===== src/rtl/cfg_dec_pkg.sv =====
// Package: shared command codes, format encoding and decision bundle
// for the configuration cycle decoder.
package cfg_dec_pkg;

    // Bus command codes that select configuration space.
    localparam logic [3:0] CMD_CFG_READ  = 4'b1010;
    localparam logic [3:0] CMD_CFG_WRITE = 4'b1011;

    // Encoding carried in address bits [1:0] of a configuration cycle.
    typedef enum logic [1:0] {
        FMT_LOCAL  = 2'b00,
        FMT_REMOTE = 2'b01,
        FMT_RSV_A  = 2'b10,
        FMT_RSV_B  = 2'b11
    } cfg_fmt_e;

    // Per-cycle decisions produced by the claim logic.
    typedef struct packed {
        logic cfg;
        logic type0;
        logic type1;
        logic claim;
        logic fwd;
        logic to_type0;
    } cfg_dec_t;

endpackage


===== src/rtl/cfg_phase_tracker.sv =====
// Module: cfg_phase_tracker
// Finds the address phase (first cycle with frame_n low after it was high)
// and reports bus idle (frame_n and irdy_n both high).
// Assumes frame_n and irdy_n are synchronous to clk.
module cfg_phase_tracker (
    input  logic clk,
    input  logic rst_n,
    input  logic frame_n,
    input  logic irdy_n,
    output logic addr_phase,
    output logic bus_idle
);

    logic frame_q;

    // Remember the previous frame_n level to detect its falling edge.
    always_ff @(posedge clk) begin
        if (!rst_n) frame_q <= 1'b1;
        else        frame_q <= frame_n;
    end

    // Address phase is the first cycle of an asserted frame.
    always_comb addr_phase = frame_q && !frame_n;

    // Idle when neither framing nor initiator-ready is asserted.
    always_comb bus_idle = frame_n && irdy_n;

    AST_ADDR_NOT_IDLE: assert property (@(posedge clk) disable iff (!rst_n)
        addr_phase |-> !bus_idle);

endmodule


===== src/rtl/cfg_field_extract.sv =====
// Module: cfg_field_extract
// Slices the address word into format, register, function, device and
// bus fields. Field positions are derived from the widths: register
// field starts at bit 2, each following field sits directly above.
module cfg_field_extract #(
    parameter int REG_W  = 6,
    parameter int FUNC_W = 3,
    parameter int DEV_W  = 5,
    parameter int BUS_W  = 8,
    localparam int REG_LSB  = 2,
    localparam int FUNC_LSB = REG_LSB + REG_W,
    localparam int DEV_LSB  = FUNC_LSB + FUNC_W,
    localparam int BUS_LSB  = DEV_LSB + DEV_W,
    localparam int ADDR_W   = BUS_LSB + BUS_W
) (
    input  logic [ADDR_W-1:0]   addr,
    output cfg_dec_pkg::cfg_fmt_e fmt,
    output logic [REG_W-1:0]    reg_f,
    output logic [FUNC_W-1:0]   func_f,
    output logic [DEV_W-1:0]    dev_f,
    output logic [BUS_W-1:0]    bus_f
);

    // Split the address into its fields.
    always_comb begin
        fmt    = cfg_dec_pkg::cfg_fmt_e'(addr[1:0]);
        reg_f  = addr[FUNC_LSB-1:REG_LSB];
        func_f = addr[DEV_LSB-1:FUNC_LSB];
        dev_f  = addr[BUS_LSB-1:DEV_LSB];
        bus_f  = addr[ADDR_W-1:BUS_LSB];
    end

endmodule


===== src/rtl/cfg_claim_logic.sv =====
// Module: cfg_claim_logic
// Combinational decisions for one address phase: configuration command,
// format, self-claim and Type 1 forwarding. NUM_FUNCS <= 1 means a
// single-function device, so the function number is not decoded.
module cfg_claim_logic #(
    parameter int FUNC_W    = 3,
    parameter int BUS_W     = 8,
    parameter int NUM_FUNCS = 1
) (
    input  logic [3:0]            cbe,
    input  cfg_dec_pkg::cfg_fmt_e fmt,
    input  logic [FUNC_W-1:0]     func_f,
    input  logic [BUS_W-1:0]      bus_f,
    input  logic                  idsel,
    input  logic                  on_secondary,
    input  logic [BUS_W-1:0]      sec_bus,
    input  logic [BUS_W-1:0]      sub_bus,
    output cfg_dec_pkg::cfg_dec_t dec
);
    import cfg_dec_pkg::*;

    logic func_ok;

    // Pick the function filter according to the function count.
    generate
        if (NUM_FUNCS <= 1) begin : g_single
            always_comb func_ok = 1'b1;
        end else begin : g_multi
            always_comb func_ok = ({1'b0, func_f} < (FUNC_W+1)'(NUM_FUNCS));
        end
    endgenerate

    // Derive format flags, self-claim and forwarding decisions.
    always_comb begin
        dec          = '0;
        dec.cfg      = (cbe == CMD_CFG_READ) || (cbe == CMD_CFG_WRITE);
        dec.type0    = dec.cfg && (fmt == FMT_LOCAL);
        dec.type1    = dec.cfg && (fmt == FMT_REMOTE);
        dec.claim    = dec.type0 && idsel && !on_secondary && func_ok;
        dec.fwd      = dec.type1 && !on_secondary &&
                       (bus_f >= sec_bus) && (bus_f <= sub_bus);
        dec.to_type0 = dec.fwd && (bus_f == sec_bus);
    end

    AST_CLAIM_NEEDS_IDSEL: assert final (!dec.claim || idsel);
    AST_NO_SEC_CLAIM:      assert final (!(dec.claim && on_secondary));
    AST_RSV_FMT_INERT:     assert final (!((fmt == FMT_RSV_A || fmt == FMT_RSV_B)
                                            && (dec.claim || dec.fwd)));

endmodule


===== src/rtl/cfg_cycle_decoder.sv =====
// Module: cfg_cycle_decoder (top)
// Decodes the address phase of configuration cycles seen by a two-port
// bridge and holds the result until the bus goes idle. Assumes addr and
// cbe are valid in the address phase (first cycle of frame_n low).
module cfg_cycle_decoder #(
    parameter int REG_W     = 6,
    parameter int FUNC_W    = 3,
    parameter int DEV_W     = 5,
    parameter int BUS_W     = 8,
    parameter int NUM_FUNCS = 1,
    localparam int ADDR_W   = 2 + REG_W + FUNC_W + DEV_W + BUS_W
) (
    input  logic              clk,
    input  logic              rst_n,
    input  logic              frame_n,
    input  logic              irdy_n,
    input  logic [3:0]        cbe,
    input  logic [ADDR_W-1:0] addr,
    input  logic              idsel,
    input  logic              on_secondary,
    input  logic [BUS_W-1:0]  sec_bus,
    input  logic [BUS_W-1:0]  sub_bus,
    output logic              cfg_valid,
    output logic              is_type0,
    output logic              is_type1,
    output logic [REG_W-1:0]  reg_idx,
    output logic [FUNC_W-1:0] func_num,
    output logic [DEV_W-1:0]  dev_num,
    output logic [BUS_W-1:0]  bus_num,
    output logic              claim,
    output logic              devsel_n,
    output logic              fwd,
    output logic              to_type0
);
    import cfg_dec_pkg::*;

    logic                addr_phase;
    logic                bus_idle;
    cfg_fmt_e            fmt;
    logic [REG_W-1:0]    reg_f;
    logic [FUNC_W-1:0]   func_f;
    logic [DEV_W-1:0]    dev_f;
    logic [BUS_W-1:0]    bus_f;
    cfg_dec_t            dec;
    cfg_dec_t            dec_q;

    cfg_phase_tracker u_phase (
        .clk        (clk),
        .rst_n      (rst_n),
        .frame_n    (frame_n),
        .irdy_n     (irdy_n),
        .addr_phase (addr_phase),
        .bus_idle   (bus_idle)
    );

    cfg_field_extract #(
        .REG_W (REG_W), .FUNC_W (FUNC_W), .DEV_W (DEV_W), .BUS_W (BUS_W)
    ) u_fields (
        .addr   (addr),
        .fmt    (fmt),
        .reg_f  (reg_f),
        .func_f (func_f),
        .dev_f  (dev_f),
        .bus_f  (bus_f)
    );

    cfg_claim_logic #(
        .FUNC_W (FUNC_W), .BUS_W (BUS_W), .NUM_FUNCS (NUM_FUNCS)
    ) u_claim (
        .cbe          (cbe),
        .fmt          (fmt),
        .func_f       (func_f),
        .bus_f        (bus_f),
        .idsel        (idsel),
        .on_secondary (on_secondary),
        .sec_bus      (sec_bus),
        .sub_bus      (sub_bus),
        .dec          (dec)
    );

    // Capture decisions at the address phase; clear on idle or reset.
    always_ff @(posedge clk) begin
        if (!rst_n || (bus_idle && !addr_phase)) begin
            dec_q <= '0;
        end else if (addr_phase) begin
            dec_q <= dec;
        end
    end

    // Capture fields of configuration cycles only; clear on idle or reset.
    always_ff @(posedge clk) begin
        if (!rst_n || (bus_idle && !addr_phase) || (addr_phase && !dec.cfg)) begin
            reg_idx  <= '0;
            func_num <= '0;
            dev_num  <= '0;
            bus_num  <= '0;
        end else if (addr_phase) begin
            reg_idx  <= reg_f;
            func_num <= func_f;
            dev_num  <= dev_f;
            bus_num  <= bus_f;
        end
    end

    // Drive the held decisions onto the output ports.
    always_comb begin
        cfg_valid = dec_q.cfg;
        is_type0  = dec_q.type0;
        is_type1  = dec_q.type1;
        claim     = dec_q.claim;
        fwd       = dec_q.fwd;
        to_type0  = dec_q.to_type0;
        devsel_n  = !dec_q.claim;
    end

    AST_TYPE_EXCL:     assert property (@(posedge clk) disable iff (!rst_n)
        !(is_type0 && is_type1));
    AST_CLAIM_VALID:   assert property (@(posedge clk) disable iff (!rst_n)
        claim |-> (cfg_valid && is_type0));
    AST_FWD_RANGE:     assert property (@(posedge clk) disable iff (!rst_n)
        fwd |-> (is_type1 && bus_num >= sec_bus && bus_num <= sub_bus));
    AST_TOT0_FWD:      assert property (@(posedge clk) disable iff (!rst_n)
        to_type0 |-> fwd);
    AST_HOLD:          assert property (@(posedge clk) disable iff (!rst_n)
        (cfg_valid && !addr_phase && !bus_idle) |=>
            ($stable(bus_num) && $stable(reg_idx) && $stable(claim)));
    AST_IDLE_CLEAR:    assert property (@(posedge clk) disable iff (!rst_n)
        (bus_idle && !addr_phase) |=> (!cfg_valid && devsel_n));
    AST_NONCFG_QUIET:  assert property (@(posedge clk) disable iff (!rst_n)
        (addr_phase && !dec.cfg) |=> (!cfg_valid && bus_num == '0));

endmodule


===== config.mk =====
export PLATFORM = sky130hd
export DESIGN_NAME = cfg_cycle_decoder
export DESIGN_NICKNAME = d
export VERILOG_FILES = /design/src/rtl/cfg_dec_pkg.sv /design/src/rtl/cfg_phase_tracker.sv /design/src/rtl/cfg_field_extract.sv /design/src/rtl/cfg_claim_logic.sv /design/src/rtl/cfg_cycle_decoder.sv
export SDC_FILE = /design/constraint.sdc
export NUM_CORES = 1
export LEC_CHECK = 0
export BUFFER_PORTS_ARGS = -buffer_cell sky130_fd_sc_hd__buf_4
export CAP_MARGIN = 20
export CORE_MARGIN = 3
export CORE_UTILIZATION = 44
export DETAILED_ROUTE_END_ITERATION = 6
export HOLD_SLACK_MARGIN = 0.1
export PLACE_DENSITY = 0.79
export SLEW_MARGIN = 20
export SYNTH_ARGS = -nofsm -noshare
export SYNTH_HDL_FRONTEND = slang
export SYNTH_SLANG_ARGS = --single-unit

===== constraint.sdc =====
create_clock -name clk -period 1.81 [get_ports clk]
set_input_delay 0.0905 -clock clk [delete_from_list [all_inputs] [get_ports clk]]
set_output_delay 0.0905 -clock clk [all_outputs]
set_load 0.005 [all_outputs]

=== Word-level counts from Yosys, hierarchy flattened ===
Index checks and enable logic that the tools add are counted.

* Flip-flop bits (word level): 29
* Bits of input ports: 50
* Output and inout port bits: 29
* Logic and storage cells: 39

* Magnitude comparators: 2
* Equality and inequality tests: 4
* Reduce and logical (&&, ||, !) cells: 22

{| class="wikitable"
|+ Operator list
! operator !! count
|-
| 1-bit logical AND || 12
|-
| 4-bit == test, second input constant || 2
|-
| 8-bit == test || 1
|-
| 8-bit greater-or-equal comparator || 1
|-
| 8-bit <= comparator || 1
|-
| 1-bit zero test || 6
|-
| 1-bit logical OR || 3
|-
| 2-bit by 1-bit == test with 1-bit output, second input constant || 1
|-
| 2-bit zero test || 1
|}

=== Depth between registers and ports, before layout ===
* Depth after elaboration: 7
* Mapped depth: 8
* Mapped depth without buffers: 8

=== Cells and area by module ===
From an unflattened synthesis, not the netlist that was laid out.

* Cell total of the unflattened synthesis: 217
* Area, all modules: 1913.1 um^2

{| class="wikitable"
|+ By module, submodules not included
! module !! times used !! cells an instance !! area an instance (um^2) !! sequential area each (um^2)
|-
| cfg_cycle_decoder || 1 || 126 || 1226.2 || 560.5
|-
| cfg_claim_logic || 1 || 63 || 467.9 || 0.0
|-
| cfg_field_extract || 1 || 24 || 180.2 || 0.0
|-
| cfg_phase_tracker || 1 || 4 || 38.8 || 20.0
|}

=== Worst setup path after synthesis ===
No wires, ideal clock.

* Path kind: input to register
* From: in addr[16]
* To: reg dec_q, in the netlist to_type0
* Library setup time: 0.125 ns
* Data arrival time: 1.238 ns
* Data required time: 1.685 ns
* Setup slack: 0.447 ns
* Stages on the path: 7
* Buffers on the path: 0
* Cell sequence: inv_1 ha_1 nand2b_1 a2111oi_2 nor3_1 o211ai_2 o41ai_2

* Word-level cells in the longest chain between the ends: 4
* Elaborated cells on any way between the ends: 6
* Classes of those cells: order compare: 2; eq/ne: 1; reduce/logical: 3

{| class="wikitable"
|+ Ends and longest elaborated chain
! item !! line !! RTL
|-
| start, declared || cfg_cycle_decoder.sv:18 || <nowiki>input logic [ADDR_W-1:0] addr,</nowiki>
|-
| 8-bit greater-or-equal comparator || cfg_claim_logic.sv:41 || <nowiki>(bus_f >= sec_bus) && (bus_f <= sub_bus);</nowiki>
|-
| 1-bit logical AND || cfg_claim_logic.sv:40 || <nowiki>dec.fwd = dec.type1 && !on_secondary &&</nowiki>
|-
| 1-bit logical AND || cfg_claim_logic.sv:41 ||
|-
| 1-bit logical AND * || cfg_claim_logic.sv:42 || <nowiki>dec.to_type0 = dec.fwd && (bus_f == sec_bus);</nowiki>
|-
| end signal, assigned || cfg_cycle_decoder.sv:84 || <nowiki>dec_q <= '0;</nowiki>
|-
| end signal, assigned || cfg_cycle_decoder.sv:86 || <nowiki>dec_q <= dec;</nowiki>
|-
| end, declared || cfg_cycle_decoder.sv:45 || <nowiki>cfg_dec_t dec_q;</nowiki>
|}

Every way passes the cells marked *; elsewhere a longest branch is shown, timed or not.
A chain may end at the register's enable or synchronous reset.

=== Worst setup path in the final report ===
Ends and elaborated chain as after synthesis.

==> results.toml <==
[cells_and_area]
fillCellCount = 249
regArea_um2 = 581
final_common_cell = "buf_4"
nNetsFinal = 357
n_antenna_cell = 0
drive_above_1_share = 0.346
multi_input_area_um2 = 808
area_delta_synth_final_pct = 70.0
final_cell_mix = "buf_4 (80), nand2_1 (51), dlygate4sd3_1 (30), a21oi_1 (29), dfxtp_1 (29)"

[floorplan]
die_w_um = 63.6
row_count = 20
start_util = 0.470
ios = 79
die_y_um = 63.6
coreArea_um2 = 3100
die_area_um2 = 4040

[power_and_ir_drop]
intPower_w = 0.00108
peakVddDrop_mv = 0.524
p_per_area_nw_per_um2 = 584
p_seq_frac = 0.461
clock_power_share = 0.299
p_comb_frac = 0.240
leakage_nw = 1.17
power.switching_w = 0.000370
swShare = 0.255

[global_route]
grt_pass1_wl_mm = 7.00
antenna_found_initial = 0
grt_overflow = 0
grt_max_degree = 24
first_global_vias = 1579
gr-usage-all-layers = 0.219

[outcome]
status = "complete, no violations"

[sta]
rsz0062_at_grt = "false"
worst_slew_pin_slew_ns = 0.329
timing.final.crit_period_ns = 1.74
slew_violations = 0
skew_ns = 0.00718
max_freq_mhz = 576
setup_violations = 0
min_period_over_period = 0.959
slew_headroom = 0.779
fin_ws_ns = 0.0734
hold_viol_final = 0
tns_ns = 0

[route]
avgViaCountPerCell = 4.90
vias = 1645
ant_nets = 0
firstDrtPassIters = 4
first_iter_violations = 93
drc_errors = 0
drt-wirelength-per-cell_um = 12.8
wl_mm = 4.30

[setup_path]
worstPathRequired_ns = 2.01
cp_max_fo = 2
crit_path_end_kind = "register"
arrival_ns = 1.94
r2r_slack_ns = 0.26
worst-setup-path-type = "primary input to register"
start_kind = "primary input"

[synth]
syn_area_um2 = 1460
yosys-top-cells-area = "dfxtp_1 (40%), ha_1 (14%), nand2_1 (13%)"
synth_warnings = 0
ys_ff_latch = 29
ys_seq_area_frac = 0.398
yosys.area.top_type_share = 0.398
synth.avg_cell_area_um2 = 8.01
syn_nets = 248
synth_top_area_cell = "dfxtp_1"
synth_cells = 182
synthDistinctLibCells = 25

[clocking]
clkTransAtPathRegs_ns = 0.08
cts_root_buf = "clkbuf_4"
numCtsBuffers = 5
tritoncts = "built"
clockBufferDepth = 2
clk_latency_ns = 0.32
cts.htree.levels = 2
cts_setup_buffers = 0
cts.sinks = 29

[job]
drv_cap = 0

[placement]
place_hpwl_mm = 2.86
port_buffers = 77
pre_cts_ws_ns = 0.234
gp_congestion = 0.819

[worst_hold_path]
hold_path_class = "primary input to register"
==> cell families (layout without fill, tap and decap cells) <==
family	Yosys count	count (layout)	share of synthesized area
buffers and inverters	25	135	0.0755
AO/OA/AOI/OAI	41	41	0.173
adder cells (fa/ha/maj)	16	16	0.137
AND/OR/NAND/NOR	71	71	0.216
flip-flops	29	29	0.398
==> cells in the mapped netlist <==
master / n
o22ai_1: 1
dfxtp_1: 29
o211ai_2: 2
nor3_1: 1
a21o_1: 1
a32oi_1: 1
nand2b_1: 2
a2111oi_2: 1
a21oi_1: 31
nand3b_1: 1
nand2b_4: 1
nand2_1: 51
nor4_1: 1
nor2_2: 1
inv_1: 17
o21a_1: 1
nor2b_1: 2
buf_2: 7
o41ai_2: 1
o21ai_0: 2
ha_1: 16
nand4_1: 5
buf_6: 1
nor2_1: 5
nor3_2: 1
==> through the flow <==
stage	hold WS, ns	cells	util	instance area [um^2]	power, W
after floorplan	0.164	182	-	1460	0.000818
after global placement	0.285	298	0.667	2070	0.000954
after detailed placement	0.286	298	0.667	2070	0.000961
after CTS	0.138	336	0.786	2440	0.00145
after global routing	0.161	336	0.799	2480	0.00153
final	0.150	336	0.799	2480	0.00145
==> power groups by stage <==
stage	clock network (W)	registers [W]	logic, W
global placement	0	0.000681	0.000273
finish	0.000433	0.000667	0.000348
global route	0.000477	0.000670	0.000386
CTS	0.000450	0.000667	0.000331
detailed placement	0	0.000682	0.000280
floorplan	0	0.000683	0.000135
==> metal layers <==
layer,global-route usage,wire [um]
met2,0.389,2210
met5,0,0
met3,0.0588,306
met4,0.0943,83
met1,0.243,1700
==> state kept, by name, indices dropped and copies added, names as in the netlist, 3 cells and up <==
register  count
reg_idx       6
dev_num       5
func_num      3
bus_num       8
==> cell type report <==
| class | count | share of cell area |
|---|---|---|
| Multi-Input combinational cell | 128 | 0.326 |
| Sequential cell | 29 | 0.234 |
| Clock buffer | 7 | 0.0262 |
| Inverter | 17 | 0.0257 |
| Clock inverter | 1 | 0.00202 |
| Timing Repair Buffer | 110 | 0.363 |
| Tap cell | 44 | 0.0222 |
==> what timing repair did <==
action                     4_1_cts  5_1_grt
setup endpoints to repair        0        2
hold endpoints to repair        28        0
hold buffers                    30        0
gates resized for setup          0        6
==> worst max-delay path: stages <==
cell and delay, ns:
dlygate4sd3_1 0.55, buf_4 0.12, inv_1 0.05, ha_1 0.30
nand2b_4 0.16, a2111oi_4 0.30, nor3_2 0.08, o211ai_2 0.21
o41ai_2 0.08
==> path summary, 6_finish.rpt <==
path                               from                      end  cells past startpoint
max                            addr[16]    to_type0$_SDFFE_PP0P_                      9
min                             frame_n    to_type0$_SDFFE_PP0P_                      4
max reg2reg  u_phase.frame_q$_SDFF_PN1_    is_type1$_SDFFE_PP0P_                      5
min reg2reg     bus_num[1]$_SDFFE_PP0P_  bus_num[1]$_SDFFE_PP0P_                      2
Power figures use the tool's default switching activity.
